## config.mk

```make
export PLATFORM = sky130hd
export DESIGN_NAME = stream_slice
export DESIGN_NICKNAME = d
export VERILOG_FILES = /design/src/rtl/slice_pkg.sv /design/src/rtl/fwd_stage.sv /design/src/rtl/skid_stage.sv /design/src/rtl/half_stage.sv /design/src/rtl/stream_slice.sv
export SDC_FILE = /design/constraint.sdc
export NUM_CORES = 1
export LEC_CHECK = 0
export CORE_UTILIZATION = 49
export DETAILED_ROUTE_END_ITERATION = 8
export PLACE_DENSITY_LB_ADDON = 0.1
export SETUP_SLACK_MARGIN = 0.15
export SLEW_MARGIN = 20
export SYNTH_ARGS = -nofsm -noshare
export SYNTH_HDL_FRONTEND = slang
export SYNTH_SLANG_ARGS = --single-unit
```

## constraint.sdc

```tcl
create_clock -name clk -period 5.9 [get_ports clk]
set_input_delay 1.475 -clock clk [delete_from_list [all_inputs] [get_ports clk]]
set_output_delay 1.475 -clock clk [all_outputs]
set_load 0.01 [all_outputs]
```

## src/rtl/slice_pkg.sv

```systemverilog
package slice_pkg;

    typedef enum logic [2:0] {
        CUT_NONE = 3'd0,
        CUT_FWD  = 3'd1,
        CUT_BWD  = 3'd2,
        CUT_BOTH = 3'd3,
        CUT_HALF = 3'd4
    } cut_mode_e;

    // Map the three build flags onto one mode; half-rate wins when set.
    function automatic cut_mode_e pick_mode(input bit fwd, input bit bwd, input bit half);
        if (half)
            return CUT_HALF;
        else if (fwd && bwd)
            return CUT_BOTH;
        else if (fwd)
            return CUT_FWD;
        else if (bwd)
            return CUT_BWD;
        return CUT_NONE;
    endfunction

    // Number of items a stage of the given mode can hold.
    function automatic int unsigned slot_count(input cut_mode_e m);
        case (m)
            CUT_NONE: return 0;
            CUT_BOTH: return 2;
            default:  return 1;
        endcase
    endfunction

    // True when valid and payload leave the stage from a register.
    function automatic bit output_registered(input cut_mode_e m);
        return (m == CUT_FWD) || (m == CUT_BOTH) || (m == CUT_HALF);
    endfunction

endpackage

```

## src/rtl/fwd_stage.sv

```systemverilog
module fwd_stage #(
    parameter int DATA_W = 16
) (
    input  logic              clk,
    input  logic              rst,
    input  logic              up_valid,
    output logic              up_ready,
    input  logic [DATA_W-1:0] up_data,
    output logic              dn_valid,
    input  logic              dn_ready,
    output logic [DATA_W-1:0] dn_data
);
    logic              held_q;
    logic [DATA_W-1:0] data_q;

    // Room when the register is empty or its item leaves this cycle.
    assign up_ready = !held_q || dn_ready;

    always_ff @(posedge clk) begin
        if (rst) begin
            held_q <= 1'b0;
        end else if (up_ready) begin
            held_q <= up_valid;
        end
    end

    always_ff @(posedge clk) begin
        if (up_valid && up_ready)
            data_q <= up_data;
    end

    assign dn_valid = held_q;
    assign dn_data  = data_q;
endmodule

```

## src/rtl/skid_stage.sv

```systemverilog
module skid_stage #(
    parameter int DATA_W = 16
) (
    input  logic              clk,
    input  logic              rst,
    input  logic              up_valid,
    output logic              up_ready,
    input  logic [DATA_W-1:0] up_data,
    output logic              dn_valid,
    input  logic              dn_ready,
    output logic [DATA_W-1:0] dn_data
);
    logic              spare_q;
    logic [DATA_W-1:0] spare_data_q;

    // Ready toward upstream comes from a flop only.
    assign up_ready = !spare_q;
    assign dn_valid = up_valid || spare_q;
    assign dn_data  = spare_q ? spare_data_q : up_data;

    always_ff @(posedge clk) begin
        if (rst) begin
            spare_q <= 1'b0;
        end else if (!spare_q && up_valid && !dn_ready) begin
            spare_q <= 1'b1;
        end else if (spare_q && dn_ready) begin
            spare_q <= 1'b0;
        end
    end

    always_ff @(posedge clk) begin
        if (!spare_q && up_valid && !dn_ready)
            spare_data_q <= up_data;
    end
endmodule

```

## src/rtl/half_stage.sv

```systemverilog
module half_stage #(
    parameter int DATA_W = 16
) (
    input  logic              clk,
    input  logic              rst,
    input  logic              up_valid,
    output logic              up_ready,
    input  logic [DATA_W-1:0] up_data,
    output logic              dn_valid,
    input  logic              dn_ready,
    output logic [DATA_W-1:0] dn_data
);
    logic              full_q;
    logic [DATA_W-1:0] data_q;

    // Fill and drain never overlap, so every port is a flop output.
    assign up_ready = !full_q;
    assign dn_valid = full_q;
    assign dn_data  = data_q;

    always_ff @(posedge clk) begin
        if (rst) begin
            full_q <= 1'b0;
        end else if (!full_q && up_valid) begin
            full_q <= 1'b1;
        end else if (full_q && dn_ready) begin
            full_q <= 1'b0;
        end
    end

    always_ff @(posedge clk) begin
        if (!full_q && up_valid)
            data_q <= up_data;
    end
endmodule

```

## src/rtl/stream_slice.sv

```systemverilog
module stream_slice
    import slice_pkg::*;
#(
    parameter int DATA_W    = 16,
    parameter bit REG_FWD   = 1'b1,
    parameter bit REG_BWD   = 1'b1,
    parameter bit HALF_RATE = 1'b0
) (
    input  logic              clk,
    input  logic              rst,
    input  logic              in_valid,
    output logic              in_ready,
    input  logic [DATA_W-1:0] in_data,
    output logic              out_valid,
    input  logic              out_ready,
    output logic [DATA_W-1:0] out_data
);
    localparam cut_mode_e MODE = pick_mode(REG_FWD, REG_BWD, HALF_RATE);

    generate
        if (HALF_RATE && (REG_FWD || REG_BWD)) begin : g_bad_flags
            $error("stream_slice: half-rate cannot be combined with other cuts");
        end

        if (MODE == CUT_NONE) begin : g_none
            assign in_ready  = out_ready;
            assign out_valid = in_valid;
            assign out_data  = in_data;
        end else if (MODE == CUT_FWD) begin : g_fwd
            fwd_stage #(.DATA_W(DATA_W)) u_fwd (
                .clk(clk), .rst(rst),
                .up_valid(in_valid), .up_ready(in_ready), .up_data(in_data),
                .dn_valid(out_valid), .dn_ready(out_ready), .dn_data(out_data)
            );
        end else if (MODE == CUT_BWD) begin : g_bwd
            skid_stage #(.DATA_W(DATA_W)) u_skid (
                .clk(clk), .rst(rst),
                .up_valid(in_valid), .up_ready(in_ready), .up_data(in_data),
                .dn_valid(out_valid), .dn_ready(out_ready), .dn_data(out_data)
            );
        end else if (MODE == CUT_BOTH) begin : g_both
            logic              mid_valid;
            logic              mid_ready;
            logic [DATA_W-1:0] mid_data;
            skid_stage #(.DATA_W(DATA_W)) u_skid (
                .clk(clk), .rst(rst),
                .up_valid(in_valid), .up_ready(in_ready), .up_data(in_data),
                .dn_valid(mid_valid), .dn_ready(mid_ready), .dn_data(mid_data)
            );
            fwd_stage #(.DATA_W(DATA_W)) u_fwd (
                .clk(clk), .rst(rst),
                .up_valid(mid_valid), .up_ready(mid_ready), .up_data(mid_data),
                .dn_valid(out_valid), .dn_ready(out_ready), .dn_data(out_data)
            );
        end else begin : g_half
            half_stage #(.DATA_W(DATA_W)) u_half (
                .clk(clk), .rst(rst),
                .up_valid(in_valid), .up_ready(in_ready), .up_data(in_data),
                .dn_valid(out_valid), .dn_ready(out_ready), .dn_data(out_data)
            );
        end
    endgenerate
endmodule

```

# == Word-level counts from Yosys, hierarchy flattened ==
# Index checks and enable logic that the tools add are counted.
# totals
regBits,34
in_bits,20
word_cells,17
# classes
mux,3
n_reduce_logical,10
# ops
op,n
two-way mux 16 bit,1
logical AND 1 bit,4
logical NOT 1 bit,3
logical OR 1 bit,2
two-way mux 1 bit,2
nonzero test 2 bit,1

# == Depth between registers and ports, before layout ==
# Gate-level depths: netlist of run 1.
# depth
word_depth,5
depth_mapped,3
depth_no_buf,2

# == By module ==
# From an unflattened synthesis of run 1, not the netlist that was laid out.
# unflattened
cells_unflattened,60
area_unflattened_um2,1302.5
# by_module_without_submodules
mod,instances,cells_per_inst,area_each_um2
skid_stage,1,39,767.0
fwd_stage,1,21,535.5

# == Worst setup path before layout of run 1 ==
# Ideal clock, no wire load.
# synth_path
path_kind,input to register
startpoint,input port out_ready
endpoint,register g_both.u_skid.spare_data_q[0] (enable)
arrival_time_ns,2.921
required_time_ns,5.487
path_slack_ns,2.567
stages,2
n_path_buf,0
cell_sequence,nand2b_1 nor3b_1
# synth_via
elab_chain_len,3
# synth_rtl
item,line,source
from (decl),stream_slice.sv:15,"input logic out_ready,"
logical OR 1 bit,fwd_stage.sv:17,assign up_ready = !held_q || dn_ready;
logical NOT 1 bit,skid_stage.sv:32,if (!spare_q && up_valid && !dn_ready)
logical AND 1 bit,skid_stage.sv:32,
to (signal assigned),skid_stage.sv:33,spare_data_q <= up_data;
to (decl),skid_stage.sv:14,logic [DATA_W-1:0] spare_data_q;
# No other way between the ends.
# A chain may end at the register's enable or synchronous reset.

# == Final worst setup path of run 1 ==
# layout_path
startpoint,input port out_ready
endpoint,register g_both.u_skid.spare_data_q[3] (enable)
# The elaborated chain is that of the path after synthesis.

==> results of run 1 <==
## kinds of logic (layout without fill, tap and decap cells)
logic type             after synthesis  count (layout)
muxes                               16              16
and+or+nand+nor                      4               4
AOI/OAI and AO/OA                    2               2
DFF                                 34              34
buffers and inverters                3              46
## routing by layer
metal  part of all wire  up-vias  track usage
met3              0.052        5      0.06780
met2               0.54       26       0.2896
met1               0.39      318       0.1868
li1                   -      313            -
met5                  0        -            0
met4              0.017        0       0.1053
## registers in the layout, summed over array words and instances (netlist names)
signal / flops
g_both.u_fwd.dn_data: 16
g_both.u_fwd.dn_valid: 1
g_both.u_skid.spare_data_q: 16
g_both.u_skid.spare_q: 1
## where the power goes
group | total [mW] | leakage, nW | switching (mW) | internal [mW]
Combinational | 0.0524 | 0.273 | 0.0183 | 0.0341
Sequential | 0.280 | 0.317 | 0.00308 | 0.277
Clock | 0.113 | 0.0254 | 0.0684 | 0.0449
Total | 0.445 | 0.616 | 0.0897 | 0.356
## area by class of cell
| class | count | share of cell area |
|---|---|---|
| sequential | 34 | 0.5714 |
| multi-input combinational | 22 | 0.1636 |
| inverter | 1 | 0.002143 |
| clock buffer | 7 | 0.02571 |
| tap | 30 | 0.02143 |
| timing repair buffer | 38 | 0.2157 |
## worst max path at each step
stage	from	endpoint	slack, ps	cells after the start
2_1_floorplan	out_ready	g_both.u_skid.spare_data_q[0]$_DFFE_PP_	2570	2
3_3_place_gp	out_ready	g_both.u_skid.spare_data_q[12]$_DFFE_PP_	2470	3
3_5_place_dp	out_ready	g_both.u_skid.spare_data_q[4]$_DFFE_PP_	2700	3
4_1_cts	out_ready	g_both.u_skid.spare_data_q[2]$_DFFE_PP_	3050	3
5_1_grt	out_ready	g_both.u_skid.spare_data_q[13]$_DFFE_PP_	2980	3
6_report	out_ready	g_both.u_skid.spare_data_q[3]$_DFFE_PP_	3080	3
## metrics by stage
step	cells	hold WS [ps]	worst slack, ps
after global routing	132	563.2	2983
after global placement	125	528.0	2471
final	132	552.2	3075
after floorplan	59	526.8	2567
after detailed placement	125	536.1	2698
after CTS	132	558.7	3051
## cell usage in the layout (no fill, tap or decap), drive strengths merged
master         instances
a21oi                  1
buf                    1
clkbuf                 7
clkdlybuf4s50         37
dfxtp                  2
edfxtp                32
inv                    1
mux2                  16
nand2b                 1
nor2                   1
nor3                   1
nor3b                  1
o21a                   1
==> impl_metrics.csv, run 1 <==
group,metric,value,unit
status,outcome,"finished clean",
synthesis,synth_compound_area_frac,0.009606,
detailed_routing,wirelength,2041,µm
synthesis,synth_nets,79,
detailed_routing,drc,0,
setup_path,critPathArrivalTime,2770,ps
setup_path,setup.worst_path.start_class,"input pin",
synthesis,ys_warn_count,0,
cells_and_area,regArea,1001,µm²
setup_path,cp_cell_sequence,"clkdlybuf4s50_1 > nand2b_1 > nor3b_4",
timing,fin_tns_setup,0,ps
detailed_routing,vias,662,
die,core,2500,µm²
placed_design,place_congestion,0.5657,
power_and_ir_drop,leakage,0.6157,nW
placed_design,dpl.hpwl,1434,µm
synthesis,synthArstFlopShare,0,
min_path,min_to,"g_both.u_fwd.dn_data[13]$_DFFE_PP_",
clock_network,cts_resized,0,
synthesis,synthSimpleGateAreaFrac,0.01729,
clock_network,cts_root_buf,"clkbuf_4",
timing,worst_slew_pin_slew,770.5,ps
die,num_rows,18,
setup_path,slowest_stage,"nor3b_4",
detailed_routing,drtIter0Drc,2,
placed_design,port_buffers,37,
power_and_ir_drop,p_total,0.4455,mW
cells_and_area,fillers,181,
synthesis,synth_top_area_share,0.7378,
clock_network,postCtsHoldBufs,0,
die,start_util,0.5210,
setup_path,rr_worst_depth,2,
timing,hold_viol,0,
grt,track_usage,0.1744,
detailed_routing,first_pass_iters,3,
synthesis,synth_ff_type,"edfxtp_1",
cells_and_area,drive_gt1_frac,0.2255,
timing,finalCritPeriodShare,0.4788,
job,cap_violations,0,
synthesis,ys_ff_latch,34,
die,ios,38,
grt,antenna_found_initial,0,
synthesis,yosys-top-cells-area,"edfxtp_1, mux2_4, dfxtp_1, buf_6, nor3b_1",
synthesis,synthesis.instances,59,
synthesis,seq_area_frac_synth,0.7685,
synthesis,muxShareOfSynthArea,0.1844,
setup_path,reg2reg_to,"g_both.u_fwd.dn_data[9]$_DFFE_PP_",
synthesis,synthXorXnorAreaFrac,0,
timing,period_needed,2825,ps
timing,rsz0062_at_grt,"false",
die,dieArea,2868,µm²
power_and_ir_drop,ir_drop,189.0,µV
synthesis,synth_top_family_by_area,"multiplexers",
placed_design,placed_cell_area,1707,µm²
synthesis,yosysUniqueCellTypes,11,
clock_network,clock_sinks,34,
cells_and_area,areaGrowthSynthToFinish,34.49,%
min_path,min_delay_path_depth,1,
cells_and_area,utilization,0.7007,
die,die_width,53.56,µm
clock_network,cts_tree,"yes",
timing,finalClockSkew,11.14,ps
setup_path,critical-path-top-delay-family,"simple AND/OR/NAND/NOR gates",
timing,final-max-slew-violation-count,0,
timing,max_freq,354.0,MHz
synthesis,yosysTopAreaCell,"edfxtp_1",
grt,grt_pass1_vias,647,
timing,slew_headroom,0.4858,
grt,grt_overflow_total,0,
clock_network,post_cts_buffers,0,
grt,grt_first_pass_wirelength,3111,µm
synthesis,synthAdderAreaFrac,0,
min_path,hold_path.class,"reg2reg",
synthesis,syn_area_per_cell,22.08,µm²
detailed_routing,ant_nets,0,
setup_path,path_buf_inv,1,
setup_path,crit_required,5850,ps
setup_path,crit_type,"in2reg",
clock_network,cts.path.max_buffers,2,
synthesis,synth_area,1302,µm²
detailed_routing,routed_via_density,5.015,
setup_path,endpoint_kind,"flop",
cells_and_area,multi_input_area,286.5,µm²
setup_path,rr_startpoint,"g_both.u_skid.spare_q$_SDFFE_PP0P_",
clock_network,h-tree-depth,2,
setup_path,r2r_slack,4180,ps
setup_path,slowest_delay,690,ps
detailed_routing,routedWlPerCell,15.46,µm
timing,setup_viol,0,
grt,grt_max_degree,20,
clock_network,clock_latency,320,ps
power_and_ir_drop,power_density,254.3,nW/µm²
clock_network,path_clk_slew,100,ps
synthesis,synth_edf_count,32,
setup_path,worst-path-max-fanout,16,
cells_and_area,fin_nets,122,
die,die_h,53.56,µm
clock_network,numCtsBuffers,5,
cells_and_area,antenna_cells,0,
min_path,min_from,"g_both.u_skid.spare_data_q[13]$_DFFE_PP_",
synthesis,synth.most_common_cell,"edfxtp_1",
synthesis,synthTopCellsByCount,"edfxtp_1, mux2_4, buf_6, dfxtp_1",
cells_and_area,stdcell_area,1752,µm²
Power figures use the tool's default switching activity.
==> run 2: changes to the inputs <==
--- a/config.mk
+++ b/config.mk
@@ -5,7 +5,7 @@
 export SDC_FILE = /design/constraint.sdc
 export NUM_CORES = 1
 export LEC_CHECK = 0
-export CORE_UTILIZATION = 49
+export CORE_UTILIZATION = 46
 export DETAILED_ROUTE_END_ITERATION = 8
 export PLACE_DENSITY_LB_ADDON = 0.1
 export SETUP_SLACK_MARGIN = 0.15
==> constraint.sdc (replaced) <==
create_clock -name clk -period 2.87 [get_ports clk]
set_input_delay 0.7175 -clock clk [delete_from_list [all_inputs] [get_ports clk]]
set_output_delay 0.7175 -clock clk [all_outputs]
set_load 0.01 [all_outputs]
==> run 2 against run 1 <==
Effect of this change: final cell count rose by 3.0%; clock skew fell by 3.7 ps; register-to-register slack got worse by 2700 ps; worst setup slack worse by 2100 ps; sequential power up 110%; core utilization decreased by 1.0 points; routed wire length down 3.6%; combinational power is 110% higher; flip-flop and latch count stayed put; die area increased by 6.3%.
==> impl_metrics.csv, run 2 (synthesis results as in run 1) <==
group,metric,value,unit
timing,rsz0062_at_grt,"false",
die,start_util,0.5073,
timing,slew_headroom,0.7831,
detailed_routing,wirelength,1967,µm
grt,track_usage,0.1413,
die,die_h,55.21,µm
setup_path,rr_startpoint,"g_both.u_skid.spare_q$_SDFFE_PP0P_",
setup_path,r2r_slack,1490,ps
cells_and_area,areaGrowthSynthToFinish,36.12,%
setup_path,reg2reg_to,"g_both.u_fwd.dn_data[4]$_DFFE_PP_",
power_and_ir_drop,power_density,518.6,nW/µm²
setup_path,path_buf_inv,1,
clock_network,h-tree-depth,2,
die,core,2567,µm²
timing,setup_viol,0,
die,ios,38,
timing,finalClockSkew,7.430,ps
die,die_width,55.21,µm
clock_network,path_clk_slew,100,ps
setup_path,setup.worst_path.start_class,"flop",
cells_and_area,fin_cells,136,
setup_path,critPathArrivalTime,1210,ps
grt,grt_first_pass_wirelength,3125,µm
cells_and_area,fillers,183,
power_and_ir_drop,ir_drop,395.4,µV
detailed_routing,routed_via_density,4.971,
detailed_routing,vias,676,
placed_design,dpl.hpwl,1392,µm
placed_design,place_inst,128,
detailed_routing,ant_nets,0,
timing,fin_worst_hold_slack,556.0,ps
cells_and_area,drive_gt1_frac,0.2547,
setup_path,slowest_stage,"clkdlybuf4s50_1",
detailed_routing,drc,0,
cells_and_area,layout.cells.most_common_list,"clkdlybuf4s50_1, edfxtp_1, mux2_4",
detailed_routing,routedWlPerCell,14.46,µm
timing,worst_slew_pin_slew,325.4,ps
setup_path,crit_path_start,"g_both.u_fwd.dn_data[14]$_DFFE_PP_",
min_path,hold_path.class,"reg2reg",
grt,grt_pass1_vias,649,
setup_path,critical_path_depth,1,
min_path,min_from,"g_both.u_skid.spare_data_q[14]$_DFFE_PP_",
timing,hold_viol,0,
timing,max_freq,518.7,MHz
setup_path,critical-path-top-delay-family,"buffers and inverters",
grt,grt_max_degree,20,
setup_path,worst-path-max-fanout,1,
clock_network,clock_latency,320,ps
clock_network,post_cts_buffers,0,
clock_network,cts_root_buf,"clkbuf_4",
timing,final-max-slew-violation-count,0,
cells_and_area,antenna_cells,0,
die,dieArea,3048,µm²
cells_and_area,multi_input_area,280.3,µm²
setup_path,crit_required,2150,ps
job,cap_violations,0,
clock_network,cts_tree,"yes",
clock_network,cts_resized,0,
setup_path,endpoint_kind,"output port",
die,num_rows,18,
clock_network,postCtsHoldBufs,0,
clock_network,numCtsBuffers,5,
grt,grt_overflow_total,0,
placed_design,port_buffers,37,
setup_path,slowest_delay,540,ps
cells_and_area,final_common_cell,"clkdlybuf4s50_1",
min_path,min_to,"g_both.u_fwd.dn_data[14]$_DFFE_PP_",
timing,finalCritPeriodShare,0.6717,
detailed_routing,drtIter0Drc,10,
min_path,min_delay_path_depth,1,
setup_path,crit_type,"reg2out",
timing,fin_tns_setup,0,ps
clock_network,cts.path.max_buffers,2,
setup_path,cp_cell_sequence,"clkdlybuf4s50_1",
cells_and_area,regArea,1001,µm²
detailed_routing,first_pass_iters,4,
placed_design,place_congestion,0.5991,
status,outcome,"finished clean",
timing,period_needed,1928,ps
clock_network,clock_sinks,34,
setup_path,rr_worst_depth,3,
grt,antenna_found_initial,0,
power_and_ir_drop,leakage,0.6347,nW
cells_and_area,fin_nets,125,
==> run 2: metrics by stage <==
stage / power (mW) / utilization / setup WS [ps] / cell area (µm²)
3_3_place_gp: 0.6939 / 0.6711 / 852.9 / 1723
5_1_grt: 0.9689 / 0.6905 / 860.1 / 1773
2_1_floorplan: 0.6285 / - / 294.1 / 1303
4_1_cts: 0.9358 / 0.6905 / 916.9 / 1773
3_5_place_dp: 0.6969 / 0.6711 / 800.7 / 1723
6_report: 0.9195 / 0.6905 / 942.1 / 1773
==> run 2: worst max path at each step <==
stage	endpoint	slack (ps)
after floorplan	g_both.u_skid.spare_data_q[0]$_DFFE_PP_	290
after global placement	g_both.u_skid.spare_data_q[11]$_DFFE_PP_	850
after detailed placement	g_both.u_skid.spare_data_q[11]$_DFFE_PP_	800
after CTS	out_data[14]	920
after global routing	out_data[14]	860
final	out_data[14]	940
==> run 2: cell type report <==
| class | count | area share |
|---|---|---|
| clock buffers | 6 | 0.02329 |
| well taps | 30 | 0.02117 |
| repair buffers | 41 | 0.2258 |
| clock inverters | 2 | 0.004940 |
| inverters | 1 | 0.002117 |
| multi-input cells | 22 | 0.1581 |
| flip-flops and latches | 34 | 0.5646 |
==> run 2: power by group <==
part / leakage (nW) / internal, mW / switching, mW
combinational: 0.288 / 0.0721 / 0.0380
clock: 0.0297 / 0.0920 / 0.144
sequential: 0.317 / 0.568 / 0.00557
==> run 2: metal layers <==
layer / GRT usage / part of all wire
met2: 0.1997 / 0.49
met4: 0.05357 / 0.0097
met1: 0.1859 / 0.45
met3: 0.07260 / 0.049
met5: 0 / 0
==> run 3: changes to the inputs <==
--- a/config.mk
+++ b/config.mk
@@ -5,7 +5,7 @@
 export SDC_FILE = /design/constraint.sdc
 export NUM_CORES = 1
 export LEC_CHECK = 0
-export CORE_UTILIZATION = 46
+export CORE_UTILIZATION = 41
 export DETAILED_ROUTE_END_ITERATION = 8
 export PLACE_DENSITY_LB_ADDON = 0.1
 export SETUP_SLACK_MARGIN = 0.15
==> constraint.sdc (replaced) <==
create_clock -name clk -period 1.6 [get_ports clk]
set_input_delay 0.4 -clock clk [delete_from_list [all_inputs] [get_ports clk]]
set_output_delay 0.4 -clock clk [all_outputs]
set_load 0.01 [all_outputs]
==> run 3 against run 2 <==
Effect of this change: core utilization is 8.6 points lower; clock skew is 3.3 ps higher; count of clock-buffer cells in the layout is 1 lower; clock power is 91% higher; via count is 1.0% higher; total power is 82% higher; first-iteration DRC count is 30% higher; worst hold slack worse by 42 ps.
==> impl_metrics.csv, run 3 (synthesis results as in run 1) <==
group,metric,value,unit
detailed_routing,wirelength_met1,838,µm
setup_path,slowest_stage,"edfxtp_1",
clock_network,h-tree-depth,2,
setup_path,rr_startpoint,"g_both.u_skid.spare_q$_SDFFE_PP0P_",
die,core,3028,µm²
setup_path,critPathArrivalTime,990,ps
placed_design,port_buffers,37,
placed_design,dpl.hpwl,1394,µm
grt,grt_overflow_total,0,
timing,final-max-slew-violation-count,0,
clock_network,numCtsBuffers,5,
job,cap_violations,0,
timing,rsz0062_at_grt,"false",
timing,period_needed,1392,ps
die,die_h,58.37,µm
timing,fin_tns_setup,0,ps
grt,antenna_found_initial,0,
clock_network,postCtsHoldBufs,0,
detailed_routing,drc,0,
setup_path,r2r_slack,390,ps
die,ios,38,
timing,setup_viol,0,
setup_path,cp_cell_sequence,"dlygate4sd2_1",
setup_path,endpoint,"out_data[3]",
timing,finalCritPeriodShare,0.8699,
cells_and_area,areaGrowthSynthToFinish,40.63,%
setup_path,crit_required,1200,ps
cells_and_area,antenna_cells,0,
setup_path,crit_path_start,"g_both.u_fwd.dn_data[3]$_DFFE_PP_",
grt,track_usage,0.1427,
detailed_routing,route.met3.wl,140,µm
grt,grt_first_pass_wirelength,3236,µm
clock_network,cts.path.max_buffers,2,
status,outcome,"finished clean",
setup_path,worst-path-max-fanout,1,
placed_design,place_congestion,0.6323,
setup_path,rr_worst_depth,3,
detailed_routing,first_pass_iters,3,
min_path,min_from,"g_both.u_fwd.dn_valid$_SDFFE_PP0P_",
cells_and_area,fin_nets,126,
cells_and_area,fin_cells,151,
setup_path,critical_path_depth,1,
clock_network,path_clk_slew,110,ps
timing,finalClockSkew,10.72,ps
detailed_routing,routed_via_density,4.523,
detailed_routing,wirelength,2004,µm
timing,slew_headroom,0.8488,
power_and_ir_drop,leakage,0.6695,nW
clock_network,cts_root_buf,"clkbuf_4",
detailed_routing,wl_met2,1000,µm
detailed_routing,vias,683,
detailed_routing,drtIter0Drc,13,
grt,grt_max_degree,17,
timing,hold_viol,0,
detailed_routing,ant_nets,0,
clock_network,clock_latency,330,ps
grt,grt_pass1_vias,687,
power_and_ir_drop,ir_drop,482.6,µV
cells_and_area,final_common_cell,"edfxtp_1",
clock_network,cts_resized,19,
setup_path,path_buf_inv,1,
setup_path,setup.worst_path.start_class,"flop",
placed_design,place_inst,143,
min_path,hold_path.class,"reg2reg",
clock_network,cts_tree,"yes",
setup_path,slowest_delay,370,ps
clock_network,post_cts_buffers,0,
die,start_util,0.4302,
die,num_rows,20,
setup_path,crit_type,"reg2out",
setup_path,endpoint_kind,"output port",
power_and_ir_drop,power_density,914.3,nW/µm²
cells_and_area,drive_gt1_frac,0.2991,
setup_path,critical-path-top-delay-family,"flip-flops",
clock_network,clock_sinks,34,
detailed_routing,topRoutingLayerUsed,"met4",
die,die_width,58.37,µm
timing,worst_slew_pin_slew,226.8,ps
timing,max_freq,718.4,MHz
cells_and_area,utilization,0.6050,
detailed_routing,routedWlPerCell,13.27,µm
setup_path,reg2reg_to,"g_both.u_skid.spare_data_q[15]$_DFFE_PP_",
die,dieArea,3406,µm²
cells_and_area,layout.cells.most_common_list,"edfxtp_1, clkdlybuf4s50_1, mux2_4",
## run 3: metal layers
layer  global-route usage  vias up
met5                    0        -
met4              0.08163        0
met3              0.07912        2
met2               0.2053       26
met1               0.1689      333
li1                     -      322
## run 3: stage by stage
step / power, mW / cell area [µm²] / setup slack, ps / hold WS [ps]
2_1_floorplan: 1.132 / 1321 / 163.0 / 469.1
3_3_place_gp: 1.259 / 1787 / -49.86 / 519.0
4_1_cts: 1.693 / 1819 / 161.2 / 526.4
6_report: 1.675 / 1832 / 208.1 / 513.7
3_5_place_dp: 1.265 / 1787 / -81.68 / 526.5
5_1_grt: 1.757 / 1832 / 151.3 / 543.1
## run 3: worst min-delay path by stage
stage	to	slack (ps)	cells after the start
floorplan	g_both.u_fwd.dn_valid$_SDFFE_PP0P_	470	1
global placement	g_both.u_skid.spare_q$_SDFFE_PP0P_	520	2
detailed placement	g_both.u_skid.spare_q$_SDFFE_PP0P_	530	2
CTS	g_both.u_skid.spare_q$_SDFFE_PP0P_	530	2
global route	g_both.u_skid.spare_q$_SDFFE_PP0P_	540	2
finish	g_both.u_skid.spare_q$_SDFFE_PP0P_	510	2
## run 3: layout make-up
type | count | area, µm²
Sequential cell | 34 | 1003
Multi-Input combinational cell | 22 | 294.0
Fill cell | 242 | 1196
Inverter | 1 | 3.754
Tap cell | 44 | 55.05
Clock buffer | 5 | 37.54
Clock inverter | 3 | 16.27
Timing Repair Buffer | 42 | 421.7
## run 3: report_power, final
| group | switching [mW] | internal, mW |
|---|---|---|
| clock network | 0.288 | 0.163 |
| registers | 0.0108 | 1.02 |
| logic | 0.0707 | 0.122 |
